<file path="src/rtl/irq_prio_pkg.sv">
package irq_prio_pkg;

    // Which register an I/O access selects
    typedef enum logic [1:0] {
        PSEL_NONE = 2'd0,
        PSEL_CMD  = 2'd1,
        PSEL_MASK = 2'd2
    } port_sel_e;

endpackage

</file>
<file path="src/rtl/irq_edge_detect.sv">
module irq_edge_detect #(
    parameter int WIDTH = 8
) (
    input  logic [WIDTH-1:0] cur,
    input  logic [WIDTH-1:0] prev,
    output logic [WIDTH-1:0] rise
);
    // One detector per line
    for (genvar g = 0; g < WIDTH; g++) begin : g_line
        assign rise[g] = cur[g] & ~prev[g];
    end
endmodule

</file>
<file path="src/rtl/irq_first_set.sv">
module irq_first_set #(
    parameter int WIDTH = 8,
    parameter int IDX_W = 3
) (
    input  logic [WIDTH-1:0] vec,
    output logic             found,
    output logic [IDX_W-1:0] idx
);
    // The lowest-numbered set bit wins, so scan from the top down
    always_comb begin
        found = 1'b0;
        idx   = '0;
        for (int i = WIDTH - 1; i >= 0; i--) begin
            if (vec[i]) begin
                found = 1'b1;
                idx   = IDX_W'(i);
            end
        end
    end
endmodule

</file>
<file path="src/rtl/irq_prio_ctrl.sv">
module irq_prio_ctrl
    import irq_prio_pkg::*;
#(
    parameter int                NUM_LINES = 8,
    parameter int                DATA_W    = 8,
    parameter int                ADDR_W    = 16,
    parameter logic [ADDR_W-1:0] CMD_ADDR  = 'h20,
    parameter logic [ADDR_W-1:0] MASK_ADDR = 'h21,
    parameter logic [DATA_W-1:0] EOI_CODE  = 'h20,
    parameter logic [DATA_W-1:0] VEC_BASE  = 'h08
) (
    input  logic                 clk,
    input  logic                 rst_n,
    input  logic [NUM_LINES-1:0] irq_in,
    output logic                 int_req,
    input  logic                 int_ack,
    output logic [DATA_W-1:0]    vec_out,
    output logic                 vec_valid,
    input  logic [ADDR_W-1:0]    io_addr,
    input  logic                 io_rd,
    input  logic                 io_wr,
    input  logic [DATA_W-1:0]    io_wdata,
    output logic [DATA_W-1:0]    io_rdata
);
    localparam int IDX_W = (NUM_LINES > 1) ? $clog2(NUM_LINES) : 1;
    localparam logic [DATA_W-1:0] SPUR_VEC = VEC_BASE + DATA_W'(NUM_LINES - 1);

    typedef struct packed {
        logic [NUM_LINES-1:0] irq_prev;
        logic [NUM_LINES-1:0] pend;
        logic [NUM_LINES-1:0] isr;
        logic [NUM_LINES-1:0] mask;
        logic [DATA_W-1:0]    vec;
        logic                 vec_valid;
    } state_t;

    state_t st_d, st_q;

    logic [NUM_LINES-1:0] pend_q, isr_q, mask_q;
    assign pend_q = st_q.pend;
    assign isr_q  = st_q.isr;
    assign mask_q = st_q.mask;

    logic [NUM_LINES-1:0] rise, eligible, grant, eoi_clr;
    logic                 win_found, isr_found;
    logic [IDX_W-1:0]     win_idx, isr_idx;
    port_sel_e            psel;
    logic                 eoi_cmd, mask_wr;

    irq_edge_detect #(.WIDTH(NUM_LINES)) u_edge (
        .cur  (irq_in),
        .prev (st_q.irq_prev),
        .rise (rise)
    );

    assign eligible = st_q.pend & ~st_q.mask;

    irq_first_set #(.WIDTH(NUM_LINES), .IDX_W(IDX_W)) u_pick_req (
        .vec   (eligible),
        .found (win_found),
        .idx   (win_idx)
    );

    irq_first_set #(.WIDTH(NUM_LINES), .IDX_W(IDX_W)) u_pick_isr (
        .vec   (st_q.isr),
        .found (isr_found),
        .idx   (isr_idx)
    );

    // Request only when the winner outranks every in-service level
    assign int_req = win_found && (!isr_found || (win_idx < isr_idx));

    always_comb begin
        if (io_addr == CMD_ADDR)       psel = PSEL_CMD;
        else if (io_addr == MASK_ADDR) psel = PSEL_MASK;
        else                           psel = PSEL_NONE;
    end

    assign eoi_cmd = io_wr && (psel == PSEL_CMD) && (io_wdata == EOI_CODE);
    assign mask_wr = io_wr && (psel == PSEL_MASK);

    always_comb begin
        io_rdata = '0;
        if (io_rd) begin
            case (psel)
                PSEL_CMD:  io_rdata = DATA_W'(st_q.isr);
                PSEL_MASK: io_rdata = DATA_W'(st_q.mask);
                default:   io_rdata = '0;
            endcase
        end
    end

    always_comb begin
        st_d           = st_q;
        st_d.irq_prev  = irq_in;
        st_d.vec_valid = 1'b0;
        grant          = '0;
        eoi_clr        = '0;
        if (int_ack) begin
            st_d.vec_valid = 1'b1;
            if (int_req) begin
                grant[win_idx] = 1'b1;
                st_d.vec       = VEC_BASE + DATA_W'(win_idx);
            end else begin
                st_d.vec = SPUR_VEC;
            end
        end
        if (eoi_cmd && isr_found) begin
            eoi_clr[isr_idx] = 1'b1;
        end
        st_d.pend = (st_q.pend & ~grant) | rise;
        st_d.isr  = (st_q.isr & ~eoi_clr) | grant;
        if (mask_wr) begin
            st_d.mask = io_wdata[NUM_LINES-1:0];
        end
    end

    always_ff @(posedge clk) begin
        if (!rst_n) begin
            st_q <= '{irq_prev: '0, pend: '0, isr: '0, mask: '1,
                      vec: '0, vec_valid: 1'b0};
        end else begin
            st_q <= st_d;
        end
    end

    assign vec_out   = st_q.vec;
    assign vec_valid = st_q.vec_valid;

endmodule

</file>
<file path="config.mk">
export PLATFORM = sky130hd
export DESIGN_NAME = irq_prio_ctrl
export DESIGN_NICKNAME = d
export VERILOG_FILES = /design/src/rtl/irq_prio_pkg.sv /design/src/rtl/irq_edge_detect.sv /design/src/rtl/irq_first_set.sv /design/src/rtl/irq_prio_ctrl.sv
export SDC_FILE = /design/constraint.sdc
export NUM_CORES = 1
export LEC_CHECK = 0
export BUFFER_PORTS_ARGS = -buffer_cell sky130_fd_sc_hd__buf_2
export CAP_MARGIN = 10
export CORE_MARGIN = 10
export CORE_UTILIZATION = 35
export DETAILED_ROUTE_END_ITERATION = 10
export MAX_ROUTING_LAYER = met4
export SYNTH_ARGS = -nofsm -noshare
export SYNTH_HDL_FRONTEND = slang
export SYNTH_SLANG_ARGS = --single-unit
</file>
<file path="constraint.sdc">
create_clock -name clk -period 5.93 [get_ports clk]
set_clock_uncertainty 0.05 [all_clocks]
set_input_delay 1.779 -clock clk [delete_from_list [all_inputs] [get_ports clk]]
set_output_delay 1.779 -clock clk [all_outputs]
set_load 0.01 [all_outputs]
</file>
Word level (Yosys, flattened, before mapping)
Cells that the tools add are included.
Widths: inputs -> output; s select.
{"block": "op_classes", "n_reduce_logical": 9, "mux": 45, "magnitude_cmp": 5, "n_bitwise": 24, "n_eq_ne": 5, "addsub": 1}
{"operator": "$mux 3", "count": 16}
{"operator": "$eq 16x6->1 const B", "count": 2}
{"operator": "$mux 8", "count": 4}
{"operator": "$and 8x8->8", "count": 3}
{"operator": "$not 8->8", "count": 3}
{"operator": "$mux 1", "count": 19}
{"operator": "$or 8x8->8", "count": 2}
{"operator": "$pmux 8 s2", "count": 1}
{"operator": "$and 1x1->1", "count": 8}
{"operator": "$eq 8x6->1 const B", "count": 1}
{"operator": "$lt 3x4->1 const B", "count": 2}
{"operator": "$not 1->1", "count": 8}
{"operator": "$logic_and 1x1->1", "count": 7}
{"operator": "$demux 1 s3", "count": 2}
{"operator": "$ge 3x1->1 const B", "count": 2}
{"operator": "$add 4x3->5 const A", "count": 1}
{"operator": "$mux 5", "count": 1}
{"operator": "$mux 2", "count": 2}
{"operator": "$lt 3x3->1", "count": 1}
{"operator": "$eq 2x1->1 const B", "count": 1}
{"operator": "$eq 2x2->1 const B", "count": 1}
{"operator": "$logic_not 1->1", "count": 1}
{"operator": "$logic_or 1x1->1", "count": 1}
{"block": "totals", "output_inout_bits": 18, "input_bits": 37, "wordCells": 95, "register_bits": 38}

Longest topological paths before layout
Gate-level depths: netlist (run 1).
{"block": "logic_depth", "depth_word": 19, "depth_mapped": 10, "mapped_depth_nobuf": 10}

Hierarchy
From an unflattened synthesis (run 1), not the netlist that was laid out.
{"block": "unflattened", "cells_unflattened": 241, "hier_area_um2": 2120.8}
{"mod": "irq_prio_ctrl", "cells_per_inst": 207, "n_inst": 1, "area_per_inst_um2": 1850.5, "seq_area_each_um2": 740.7}
{"mod": "irq_first_set", "cells_per_inst": 13, "n_inst": 2, "area_per_inst_um2": 80.1, "seq_area_each_um2": 0.0}
{"mod": "irq_edge_detect", "cells_per_inst": 8, "n_inst": 1, "area_per_inst_um2": 110.1, "seq_area_each_um2": 0.0}

Worst setup path before layout (run 1)
No wires, ideal clock.
{"block": "synth_timing", "kind": "input to output", "startpoint": "input port io_addr[9]", "endpoint": "output port io_rdata[0]", "t_arrival_ns": 2.896, "path_stages": 5, "setup_slack_ns": 1.205, "n_path_buf": 0, "required_ns": 4.101, "path_cell_list": "nor4_1 nand4_1 nor2_1 a22oi_1 nor2b_1"}
{"block": "synth_via", "elab_chain_len": 6, "word_cells_on_any_way": 8, "cone_classes": "4 x eq/ne; 4 x mux"}
{"element": "from (decl)", "line_no": "irq_prio_ctrl.sv:19", "source": "input logic [ADDR_W-1:0] io_addr,"}
{"element": "$eq 16x6->1", "line_no": "irq_prio_ctrl.sv:75", "source": "else if (io_addr == MASK_ADDR) psel = PSEL_MASK;"}
{"element": "$mux 2", "line_no": "irq_prio_ctrl.sv:75"}
{"element": "$mux 2 (*)", "line_no": "irq_prio_ctrl.sv:74", "source": "if (io_addr == CMD_ADDR) psel = PSEL_CMD;"}
{"element": "$eq 2x2->1 / $eq 2x1->1 (equally long branches)", "line_no": "irq_prio_ctrl.sv:85", "source": "case (psel)"}
{"element": "$pmux 8 s2 (*)", "line_no": "irq_prio_ctrl.sv:85"}
{"element": "$mux 8 (*)", "line_no": "irq_prio_ctrl.sv:84", "source": "if (io_rd) begin"}
{"element": "to (decl)", "line_no": "irq_prio_ctrl.sv:23", "source": "output logic [DATA_W-1:0] io_rdata"}
Mark *: on every way between the ends. The rest lies on a longest branch, timed or not.

Worst setup path after layout (run 1)
{"block": "layout_timing", "startpoint": "input port io_addr[1]", "endpoint": "output port io_rdata[1]"}
Same word-level chain as after synthesis.

==> impl_summary.log, run 1 <==
INFO  metric max_slew_margin = 0.547
INFO  metric synth_cell_types = 49
INFO  metric share_seq_of_total_power = 0.499
INFO  metric clk_path_buf_depth = 2
INFO  metric seq_cells_post_synth = 37
INFO  metric powerDensity = 226 mW/mm²
INFO  metric timing.hold.worst.class = reg -> reg
INFO  metric tritoncts.num_buffers = 5
INFO  metric grt_setup_unrepaired = false
INFO  metric cts_root_buf = sky130_fd_sc_hd__clkbuf_8
INFO  metric std_cell_rows = 27
INFO  metric hold_violations = 0
INFO  metric cts.clk_slew.worst_paths = 0.07 ns
INFO  metric netlist_instances = 225
INFO  metric tightestPinTransition = 0.680 ns
INFO  metric placed_cell_area = 0.00222 mm²
INFO  metric cts-resized-gates = 0
INFO  metric fin_setup_tns = 0 ns
INFO  metric timing.final.setup_violations = 0
INFO  metric endpoint_kind = output port
INFO  metric synth.yosys.seq_area_share = 0.380
INFO  metric floorplan.initialDensity = 0.358
INFO  metric whs = 0.375 ns
INFO  metric floorplan.io_pins = 55
INFO  metric clkLatencyLatePin = 0.29 ns
INFO  metric netSwitchingPower = 0.113 mW
INFO  metric power.share.combinational = 0.073
INFO  metric grt_antenna_before_repair = 0
INFO  metric p_clk_frac = 0.429
INFO  metric drive_above_1_share = 0.254
INFO  metric grt_first_pass_wirelength = 8.19 mm
INFO  metric drt_iter0_markers = 108
INFO  metric firstDrtPassIters = 4
INFO  metric yosysTopAreaCellShare = 0.380
INFO  metric critPathKind = in -> out
INFO  metric cts_hold_buf = 0
INFO  metric htree_levels = 2
INFO  metric yosysWarningCount = 0
INFO  metric timing.critical_path.from_type = primary input
INFO  metric wire_per_inst = 14.5 µm
INFO  metric critical_path.max_fanout = 8
INFO  metric total_via_count_in_the_routed_design = 1716
INFO  metric ys_top_cells_by_area = sky130_fd_sc_hd__dfxtp_1, sky130_fd_sc_hd__nand2_1, sky130_fd_sc_hd__nor2b_1, sky130_fd_sc_hd__mux2i_1, sky130_fd_sc_hd__a22oi_1
INFO  metric crit_arrival = 3.24 ns
INFO  metric drt_drc_violations_left = 0
INFO  metric routed_wl = 5.00 mm
INFO  metric io_buffers = 50
INFO  metric power.switching_fraction = 0.214
INFO  metric max_cap_viol_count = 0
INFO  metric internal-power = 0.415 mW
INFO  metric result_of_the_run = finished clean
INFO  metric fp.coreArea = 0.00544 mm²
INFO  metric post-route-period-util = 0.855
INFO  metric syn_area = 0.00195 mm²
INFO  metric die_w = 94.6 µm
INFO  metric ant_nets = 0
INFO  metric grtUsageTotal = 0.118
INFO  metric area_growth_synth_to_finish = 19.9%
INFO  metric post-route-min-period = 5.07 ns
INFO  metric timing_max_transition_violations_final = 0
INFO  metric tritoncts_clock_tree = done
INFO  metric leading_area_contributor_after_synthesis = sky130_fd_sc_hd__dfxtp_1
INFO  metric average_footprint_of_a_synthesized_cell = 8.66 µm²
INFO  metric vias_per_cell = 4.99
INFO  metric grt_start_max_net_pins = 42
INFO  metric ir_drop = 134 µV
INFO  metric nFillCells = 552
INFO  metric leakage = 1.04 nW
INFO  metric finalNetCount = 310
INFO  metric via_count_of_the_first_global_routing_pass = 1701
INFO  metric chipHeight = 94.6 µm
INFO  metric globalRoute.totalOverflow = 0
INFO  metric max_clock_freq = 197 MHz
INFO  metric worst_ep_required_time = 4.10 ns
INFO  metric num_antenna_cells = 0
INFO  metric fp.dieArea = 0.00895 mm²
INFO  metric cts_setup_buffers = 0
INFO  metric area_of_all_placed_cells_without_fillers = 0.00234 mm²
INFO  metric place.detailed.hpwl = 4.01 mm
INFO  metric design_power_total = 0.527 mW
INFO  metric routabilityCongestion = 0.803
INFO  metric cts.sink_count = 37
-- cell families after synthesis --
group	count (synthesis)	share of synthesized area
other	1	0.00192
DFF	37	0.380
AOI/OAI and AO/OA	48	0.188
adders and majority gates	2	0.0128
buffers and inverters	26	0.0662
muxes	8	0.0411
and+or+nand+nor	103	0.310
-- cells in the mapped netlist (all sizes together) --
cell	count
and3b	1
nor4	5
and2	10
nand2	24
nand3	4
a31oi	7
o31ai	2
nand4	2
or3	1
o31a	1
nand3b	5
dfxtp	37
conb	1
ha	2
a221o	1
inv	12
a21boi	1
o221ai	1
a31o	2
nor2	14
a22oi	8
o211a	1
nand4b	1
nor3b	1
o41ai	1
o21ai	7
nand2b	7
nor4b	3
a21oi	3
mux2i	8
nor4bb	1
nor3	9
o21a	5
buf	9
clkbuf	5
nor2b	15
o2111a	1
o22ai	2
a32o	3
a211oi	2
-- power groups by stage --
stage | Sequential [mW] | Clock, mW | Combinational (mW)
floorplan | 0.267 | 0 | 0.0246
global placement | 0.268 | 0 | 0.0380
detailed placement | 0.269 | 0 | 0.0388
CTS | 0.263 | 0.232 | 0.0389
global route | 0.264 | 0.243 | 0.0441
finish | 0.263 | 0.226 | 0.0384
-- cells in the final DEF (no fill, tap or decap), types with 3 or more instances in the layout --
cell,instances
sky130_fd_sc_hd__o21a_1,5
sky130_fd_sc_hd__a21oi_1,3
sky130_fd_sc_hd__nor3_1,8
sky130_fd_sc_hd__nand3b_1,5
sky130_fd_sc_hd__a31oi_1,7
sky130_fd_sc_hd__nor2_1,14
sky130_fd_sc_hd__mux2i_1,8
sky130_fd_sc_hd__dfxtp_1,37
sky130_fd_sc_hd__a32o_1,3
sky130_fd_sc_hd__nor4_2,3
sky130_fd_sc_hd__nand2b_1,7
sky130_fd_sc_hd__clkbuf_8,6
sky130_fd_sc_hd__conb_1,4
sky130_fd_sc_hd__nand3_1,3
sky130_fd_sc_hd__inv_1,12
sky130_fd_sc_hd__and2_1,9
sky130_fd_sc_hd__buf_2,50
sky130_fd_sc_hd__nor2b_1,14
sky130_fd_sc_hd__nand2_1,24
sky130_fd_sc_hd__o21ai_0,5
sky130_fd_sc_hd__a22oi_1,8
-- final cells by class --
type | instances | area (µm²) | share of cell area
multi-input cells | 165 | 1090 | 0.467
clock inverters | 2 | 37.5 | 0.0161
flip-flops and latches | 37 | 741 | 0.317
clock buffers | 6 | 82.6 | 0.0354
inverters | 12 | 45.0 | 0.0193
well taps | 72 | 90.1 | 0.0386
repair buffers | 50 | 250 | 0.107
-- stage by stage --
| step | instances | util | setup slack [ns] |
|---|---|---|---|
| after floorplan | 228 | - | 1.21 |
| after global placement | 336 | 0.407 | 0.862 |
| after detailed placement | 336 | 0.407 | 0.854 |
| after CTS | 344 | 0.429 | 0.845 |
| after global routing | 344 | 0.429 | 0.633 |
| final | 344 | 0.429 | 0.857 |
-- routing by layer --
layer  GRT usage  up-vias  part of all wire
met5           -        -                 0
met4      0.0461        0             0.019
met3      0.0293        7             0.041
met2       0.197       24              0.51
met1       0.133      802              0.43
li1            -      883                 -
-- path summary, 6_finish.rpt --
kind,start,end,slack [ns],cells after the start
worst min-delay path,st_q[34]$_SDFF_PN0_,pend_q[1]$_SDFF_PN0_,0.38,1
worst max register to register,pend_q[0]$_SDFF_PN0_,pend_q[3]$_SDFF_PN0_,3.29,10
worst max-delay path,io_addr[1],io_rdata[1],0.86,7
worst min register to register,st_q[34]$_SDFF_PN0_,pend_q[1]$_SDFF_PN0_,0.38,1
-- worst max-delay path, cell delays in order --
cell	delay [ns]
sky130_fd_sc_hd__buf_2	0.10
sky130_fd_sc_hd__nor4_1	0.26
sky130_fd_sc_hd__nand4_1	0.21
sky130_fd_sc_hd__nor2_1	0.44
sky130_fd_sc_hd__a22oi_1	0.16
sky130_fd_sc_hd__nor2b_1	0.15
sky130_fd_sc_hd__buf_2	0.15
-- registers in the layout (all words and copies together), names as in the netlist --
name,count
vec_out,4
st_q,8
vec_valid,1
mask_q,8
isr_q,8
pend_q,8
(Power assumes the default switching activity.)
==> run 2, diff against run 1 <==
--- a/config.mk
+++ b/config.mk
@@ -7,6 +7,7 @@
 export LEC_CHECK = 0
 export BUFFER_PORTS_ARGS = -buffer_cell sky130_fd_sc_hd__buf_2
 export CAP_MARGIN = 10
+export CORE_ASPECT_RATIO = 0.8
 export CORE_MARGIN = 10
 export CORE_UTILIZATION = 35
 export DETAILED_ROUTE_END_ITERATION = 10
==> impl_summary.log, run 2 (synthesis gave the netlist of run 1 again) <==
INFO  metric kind_of_cell_with_the_highest_combined_delay_on_the_critical_path = simple AND/OR/NAND/NOR gates
INFO  metric reg2reg_slack = 3.23 ns (-0.06 ns)
INFO  metric cts_root_buf = sky130_fd_sc_hd__clkbuf_8
INFO  metric fp.coreArea = 0.00544 mm² (about the same)
INFO  metric max_slew_margin = 0.537 (-0.00996)
INFO  metric worstHoldPathCells = 1 (unchanged)
INFO  metric grt_setup_unrepaired = false
INFO  metric num_antenna_cells = 0 (unchanged)
INFO  metric result_of_the_run = finished clean
INFO  metric cts.sink_count = 37 (unchanged)
INFO  metric critical_path.max_fanout = 8 (unchanged)
INFO  metric ir_drop = 119 µV (-11%)
INFO  metric cts.clk_slew.worst_paths = 0.06 ns (about the same)
INFO  metric die_w = 103 µm (+9.3%)
INFO  metric floorplan.io_pins = 55 (unchanged)
INFO  metric r2r_end = pend_q[3]$_SDFF_PN0_
INFO  metric tightestPinTransition = 0.695 ns (+0.0149 ns)
INFO  metric htree_levels = 2 (unchanged)
INFO  metric cts_setup_buffers = 0 (unchanged)
INFO  metric regToRegStartpoint = pend_q[0]$_SDFF_PN0_
INFO  metric hold_violations = 0 (unchanged)
INFO  metric cts-resized-gates = 0 (unchanged)
INFO  metric timing.critical_path.from_type = primary input
INFO  metric total_via_count_in_the_routed_design = 1720 (+0.23%)
INFO  metric worst_hold_path.endpoint = pend_q[1]$_SDFF_PN0_
INFO  metric worst_hold_path_startpoint = st_q[34]$_SDFF_PN0_
INFO  metric floorplan.initialDensity = 0.358 (about the same)
INFO  metric via_count_of_the_first_global_routing_pass = 1687 (-0.82%)
INFO  metric tritoncts.num_buffers = 5 (unchanged)
INFO  metric nFillCells = 571 (+3.4%)
INFO  metric path_common_cell = sky130_fd_sc_hd__buf_2
INFO  metric grt_start_max_net_pins = 42 (unchanged)
INFO  metric worst_r2r_path_depth = 10 (unchanged)
INFO  metric most-common-layout-cells = sky130_fd_sc_hd__buf_2, sky130_fd_sc_hd__dfxtp_1, sky130_fd_sc_hd__nand2_1
INFO  metric endpoint_kind = output port
INFO  metric grt_antenna_before_repair = 0 (unchanged)
INFO  metric wire_per_inst = 14.6 µm (+0.31%)
INFO  metric chipHeight = 86.7 µm (-8.3%)
INFO  metric vias_per_cell = 4.91 (-1.5%)
INFO  metric max_cap_viol_count = 0 (unchanged)
INFO  metric drive_above_1_share = 0.243 (-0.0110)
INFO  metric timing_max_transition_violations_final = 0 (unchanged)
INFO  metric drt_iter0_markers = 115 (+6.5%)
INFO  metric std_cell_rows = 24 (-11%)
INFO  metric worst_ep_required_time = 4.10 ns (about the same)
INFO  metric timing.critical_path.cells = buf_2 > nor4_1 > nand4_1 > nor2_1 > a22oi_1 > nor2b_1 > buf_2
INFO  metric area_growth_synth_to_finish = 18.2%
INFO  metric drt_drc_violations_left = 0 (unchanged)
INFO  metric grt_first_pass_wirelength = 8.41 mm (+2.7%)
INFO  metric finalNetCount = 310 (unchanged)
INFO  metric max_clock_freq = 197 MHz (about the same)
INFO  metric cts_hold_buf = 0 (unchanged)
INFO  metric timing.final.setup_violations = 0 (unchanged)
INFO  metric place.detailed.hpwl = 4.00 mm (-0.28%)
INFO  metric grtUsageTotal = 0.121 (+0.00245)
INFO  metric post-route-min-period = 5.07 ns (-0.00118 ns)
INFO  metric routed_wl = 5.10 mm (+2.1%)
INFO  metric post-route-period-util = 0.855 (about the same)
INFO  metric routabilityCongestion = 0.788 (-1.9%)
INFO  metric whs = 0.373 ns (-0.00175 ns)
INFO  metric leading_cell_type_in_the_layout_fill_and_taps_excluded = sky130_fd_sc_hd__buf_2
INFO  metric tritoncts_clock_tree = done
INFO  metric stage_delay_of_the_slowest_cell_on_the_critical_path = 0.44 ns (about the same)
INFO  metric globalRoute.totalOverflow = 0 (unchanged)
INFO  metric io_buffers = 50 (unchanged)
INFO  metric critPathKind = in -> out
INFO  metric ant_nets = 0 (unchanged)
INFO  metric cpMaxStageDelayCell = sky130_fd_sc_hd__nor2_1
INFO  metric clkLatencyLatePin = 0.28 ns (about the same)
INFO  metric clk_path_buf_depth = 2 (unchanged)
INFO  metric buffers_plus_inverters_on_the_worst_setup_path = 2 (unchanged)
INFO  metric powerDensity = 202 mW/mm² (-10%)
INFO  metric leakage = 1.03 nW (-1.7%)
INFO  metric timing.hold.worst.class = reg -> reg
INFO  metric firstDrtPassIters = 4 (unchanged)
INFO  metric fp.dieArea = 0.00897 mm² (+0.21%)
INFO  metric fin_setup_tns = 0 ns (unchanged)
INFO  metric crit_arrival = 3.24 ns (about the same)
==> run 2: worst max-delay path by stage <==
stage                from           to  slack, ns  cells past startpoint
3_5_place_dp   io_addr[9]  io_rdata[5]       0.87                      7
6_report       io_addr[1]  io_rdata[0]       0.86                      7
4_1_cts        io_addr[9]  io_rdata[5]       0.87                      7
2_1_floorplan  io_addr[9]  io_rdata[0]       1.21                      5
3_3_place_gp   io_addr[1]  io_rdata[2]       0.86                      7
5_1_grt        io_addr[1]  io_rdata[1]       0.66                      7
==> run 2: through the flow <==
step,cells,utilization,power [mW],setup WS [ns],instance area [µm²]
floorplan,228,-,0.292,1.21,1960
global placement,342,0.409,0.306,0.856,2220
detailed placement,342,0.409,0.307,0.866,2220
CTS,350,0.424,0.473,0.869,2300
global route,350,0.424,0.492,0.656,2300
finish,350,0.424,0.466,0.858,2300
==> run 2: cell type report <==
type | instances | area [µm²] | share of cell area
well taps | 78 | 97.6 | 0.0424
multi-input cells | 165 | 1090 | 0.473
clock buffers | 8 | 80.1 | 0.0348
inverters | 12 | 45.0 | 0.0196
flip-flops and latches | 37 | 741 | 0.322
repair buffers | 50 | 250 | 0.109
==> run 2: where the power goes <==
| group | internal, mW | switching [mW] | total, mW |
|---|---|---|---|
| clock network | 0.0834 | 0.0810 | 0.164 |
| registers | 0.259 | 0.00388 | 0.263 |
| logic | 0.0193 | 0.0196 | 0.0389 |
| total | 0.361 | 0.105 | 0.466 |
==> run 2: layer usage <==
metal / GRT usage / wire, µm
met2: 0.186 / 2380
met5: - / 0
met4: 0.0366 / 38
met1: 0.150 / 2400
met3: 0.0334 / 291
==> run 3, diff against run 2 <==
--- a/config.mk
+++ b/config.mk
@@ -9,7 +9,7 @@
 export CAP_MARGIN = 10
 export CORE_ASPECT_RATIO = 0.8
 export CORE_MARGIN = 10
-export CORE_UTILIZATION = 35
+export CORE_UTILIZATION = 25
 export DETAILED_ROUTE_END_ITERATION = 10
 export MAX_ROUTING_LAYER = met4
 export SYNTH_ARGS = -nofsm -noshare
==> impl_summary.log, run 3 (synthesis gave the netlist of run 1 again) <==
INFO  metric result_of_the_run = finished clean
INFO  metric dpl_cells = 369 (+7.9%)
INFO  metric cts_root_buf = sky130_fd_sc_hd__clkbuf_8
INFO  metric place.detailed.hpwl = 4.22 mm (+5.5%)
INFO  metric ir_drop = 85.7 µV (-28%)
INFO  metric most-common-layout-cells = sky130_fd_sc_hd__buf_2, sky130_fd_sc_hd__dfxtp_1, sky130_fd_sc_hd__nand2_1
INFO  metric grtUsageTotal = 0.0911 (-0.0297)
INFO  metric hold_violations = 0 (unchanged)
INFO  metric cts_hold_buf = 0 (unchanged)
INFO  metric tritoncts.num_buffers = 5 (unchanged)
INFO  metric timing.critical_path.cells = buf_2 > nor4_1 > nand4_1 > nor2_1 > a22oi_1 > nor2b_1 > buf_2
INFO  metric leading_cell_type_in_the_layout_fill_and_taps_excluded = sky130_fd_sc_hd__buf_2
INFO  metric cpMaxStageDelayCell = sky130_fd_sc_hd__nor2_1
INFO  metric ant_nets = 0 (unchanged)
INFO  metric floorplan.io_pins = 55 (unchanged)
INFO  metric r2r_end = pend_q[1]$_SDFF_PN0_
INFO  metric timing_max_transition_violations_final = 0 (unchanged)
INFO  metric drt_iter0_markers = 84 (-27%)
INFO  metric timing.final.setup_violations = 0 (unchanged)
INFO  metric cts_setup_buffers = 0 (unchanged)
INFO  metric via_count_of_the_first_global_routing_pass = 1695 (+0.47%)
INFO  metric routabilityCongestion = 0.802 (+1.8%)
INFO  metric cts-resized-gates = 0 (unchanged)
INFO  metric htree_levels = 2 (unchanged)
INFO  metric timing.hold.worst.class = reg -> reg
INFO  metric cts.sink_count = 37 (unchanged)
INFO  metric die_w = 119 µm (+15%)
INFO  metric grt_start_max_net_pins = 42 (unchanged)
INFO  metric stage_delay_of_the_slowest_cell_on_the_critical_path = 0.48 ns (+0.04 ns)
INFO  metric cts.clk_slew.worst_paths = 0.08 ns (+0.02 ns)
INFO  metric std_cell_rows = 28 (+17%)
INFO  metric layout.area.seq = 741 µm² (unchanged)
INFO  metric final_core_util = 0.319 (-0.105)
INFO  metric crit_end = io_rdata[0]
INFO  metric post-route-min-period = 5.14 ns (+0.0729 ns)
INFO  metric critPathKind = in -> out
INFO  metric finalNetCount = 310 (unchanged)
INFO  metric reg2reg_slack = 3.31 ns (+0.08 ns)
INFO  metric critical_path.max_fanout = 8 (unchanged)
INFO  metric path_common_cell = sky130_fd_sc_hd__buf_2
INFO  metric placed_cell_area = 0.00226 mm² (+1.5%)
INFO  metric total_via_count_in_the_routed_design = 1746 (+1.5%)
INFO  metric max_clock_freq = 194 MHz (-1.4%)
INFO  metric chipHeight = 99.0 µm (+14%)
INFO  metric crit_arrival = 3.32 ns (+0.08 ns)
INFO  metric nFillCells = 841 (+47%)
INFO  metric floorplan.initialDensity = 0.260 (-0.0986)
INFO  metric vias_per_cell = 4.63 (-5.8%)
INFO  metric leakage = 1.05 nW (+2.8%)
INFO  metric grt_setup_unrepaired = false
INFO  metric worst_ep_required_time = 4.10 ns (about the same)
INFO  metric clkLatencyLatePin = 0.29 ns (about the same)
INFO  metric area_growth_synth_to_finish = 22.7%
INFO  metric total_area_of_multi_input_combinational_cells = 0.00109 mm² (unchanged)
INFO  metric regToRegStartpoint = pend_q[0]$_SDFF_PN0_
INFO  metric max_cap_viol_count = 0 (unchanged)
INFO  metric timing.critical_path.from_type = primary input
INFO  metric number_of_standard_cells_in_the_layout_taps_in_and_fillers_out = 377 (+7.7%)
INFO  metric grt_antenna_before_repair = 0 (unchanged)
INFO  metric num_antenna_cells = 0 (unchanged)
INFO  metric powerDensity = 235 mW/mm² (+16%)
INFO  metric drt_drc_violations_left = 0 (unchanged)
INFO  metric grt_first_pass_wirelength = 8.58 mm (+2.0%)
INFO  metric endpoint_kind = output port
INFO  metric clk_path_buf_depth = 2 (unchanged)
INFO  metric io_buffers = 50 (unchanged)
INFO  metric drive_above_1_share = 0.254 (+0.0110)
INFO  metric whs = 0.368 ns (-0.00506 ns)
INFO  metric fp.dieArea = 0.0117 mm² (+31%)
INFO  metric globalRoute.totalOverflow = 0 (unchanged)
INFO  metric fin_setup_tns = 0 ns (unchanged)
INFO  metric area_of_all_placed_cells_without_fillers = 0.00239 mm² (+3.8%)
INFO  metric worst_r2r_path_depth = 10 (unchanged)
INFO  metric routed_wl = 5.30 mm (+3.9%)
INFO  metric tritoncts_clock_tree = done
INFO  metric wire_per_inst = 14.1 µm (-3.5%)
INFO  metric firstDrtPassIters = 5 (+1)
INFO  metric critical_path.startpoint = io_addr[9]
INFO  metric fp.coreArea = 0.00750 mm² (+38%)
INFO  metric post-route-period-util = 0.868 (+0.0123)
INFO  metric tightestPinTransition = 0.683 ns (-0.0113 ns)
INFO  metric max_slew_margin = 0.544 (+0.00753)
run 3: changes by cell type in the layout (fill, tap and decap cells not counted):
cell | previous run | this run
sky130_fd_sc_hd__bufinv_16 | 0 | 2
sky130_fd_sc_hd__clkbuf_1 | 3 | 0
sky130_fd_sc_hd__clkinv_2 | 0 | 1
run 3: stage by stage:
stage,power [mW],worst slack [ns]
CTS,0.568,0.764
global route,0.588,0.547
global placement,0.307,0.836
floorplan,0.292,1.21
finish,0.562,0.785
detailed placement,0.308,0.776
run 3: layer usage:
layer | routed length (µm) | global-route usage | vias up
li1 | - | - | 884
met1 | 2530 | 0.113 | 821
met2 | 2570 | 0.146 | 35
met3 | 143 | 0.0194 | 6
met4 | 61 | 0.0244 | 0
met5 | 0 | - | -
run 3: worst min-delay path by stage:
stage	start	slack (ns)	to	depth (start not counted)
after CTS	st_q[34]$_SDFF_PN0_	0.38	pend_q[1]$_SDFF_PN0_	1
after global placement	st_q[34]$_SDFF_PN0_	0.36	pend_q[1]$_SDFF_PN0_	1
after detailed placement	st_q[34]$_SDFF_PN0_	0.37	pend_q[1]$_SDFF_PN0_	1
final	st_q[34]$_SDFF_PN0_	0.37	pend_q[1]$_SDFF_PN0_	1
after floorplan	st_q[34]$_SDFF_PN0_	0.36	pend_q[1]$_SDFF_PN0_	1
after global routing	st_q[34]$_SDFF_PN0_	0.40	pend_q[1]$_SDFF_PN0_	1
run 3: final cells by class:
cell class | instances | area share
clock buffers | 5 | 0.0288
clock inverters | 3 | 0.0272
inverters | 12 | 0.0188
multi-input cells | 165 | 0.456
flip-flops and latches | 37 | 0.310
well taps | 105 | 0.0549
repair buffers | 50 | 0.105
run 3: worst max-delay path: cells and delay by family:
kind / cells / cell delay (ns)
compound gates: 1 / 0.18
simple gates: 4 / 1.11
buf+inv: 2 / 0.24
run 3: power breakdown:
| part | internal [mW] | total [mW] | switching, mW |
|---|---|---|---|
| registers | 0.259 | 0.263 | 0.00404 |
| clock network | 0.167 | 0.261 | 0.0936 |
| logic | 0.0193 | 0.0391 | 0.0198 |
| total | 0.445 | 0.562 | 0.117 |
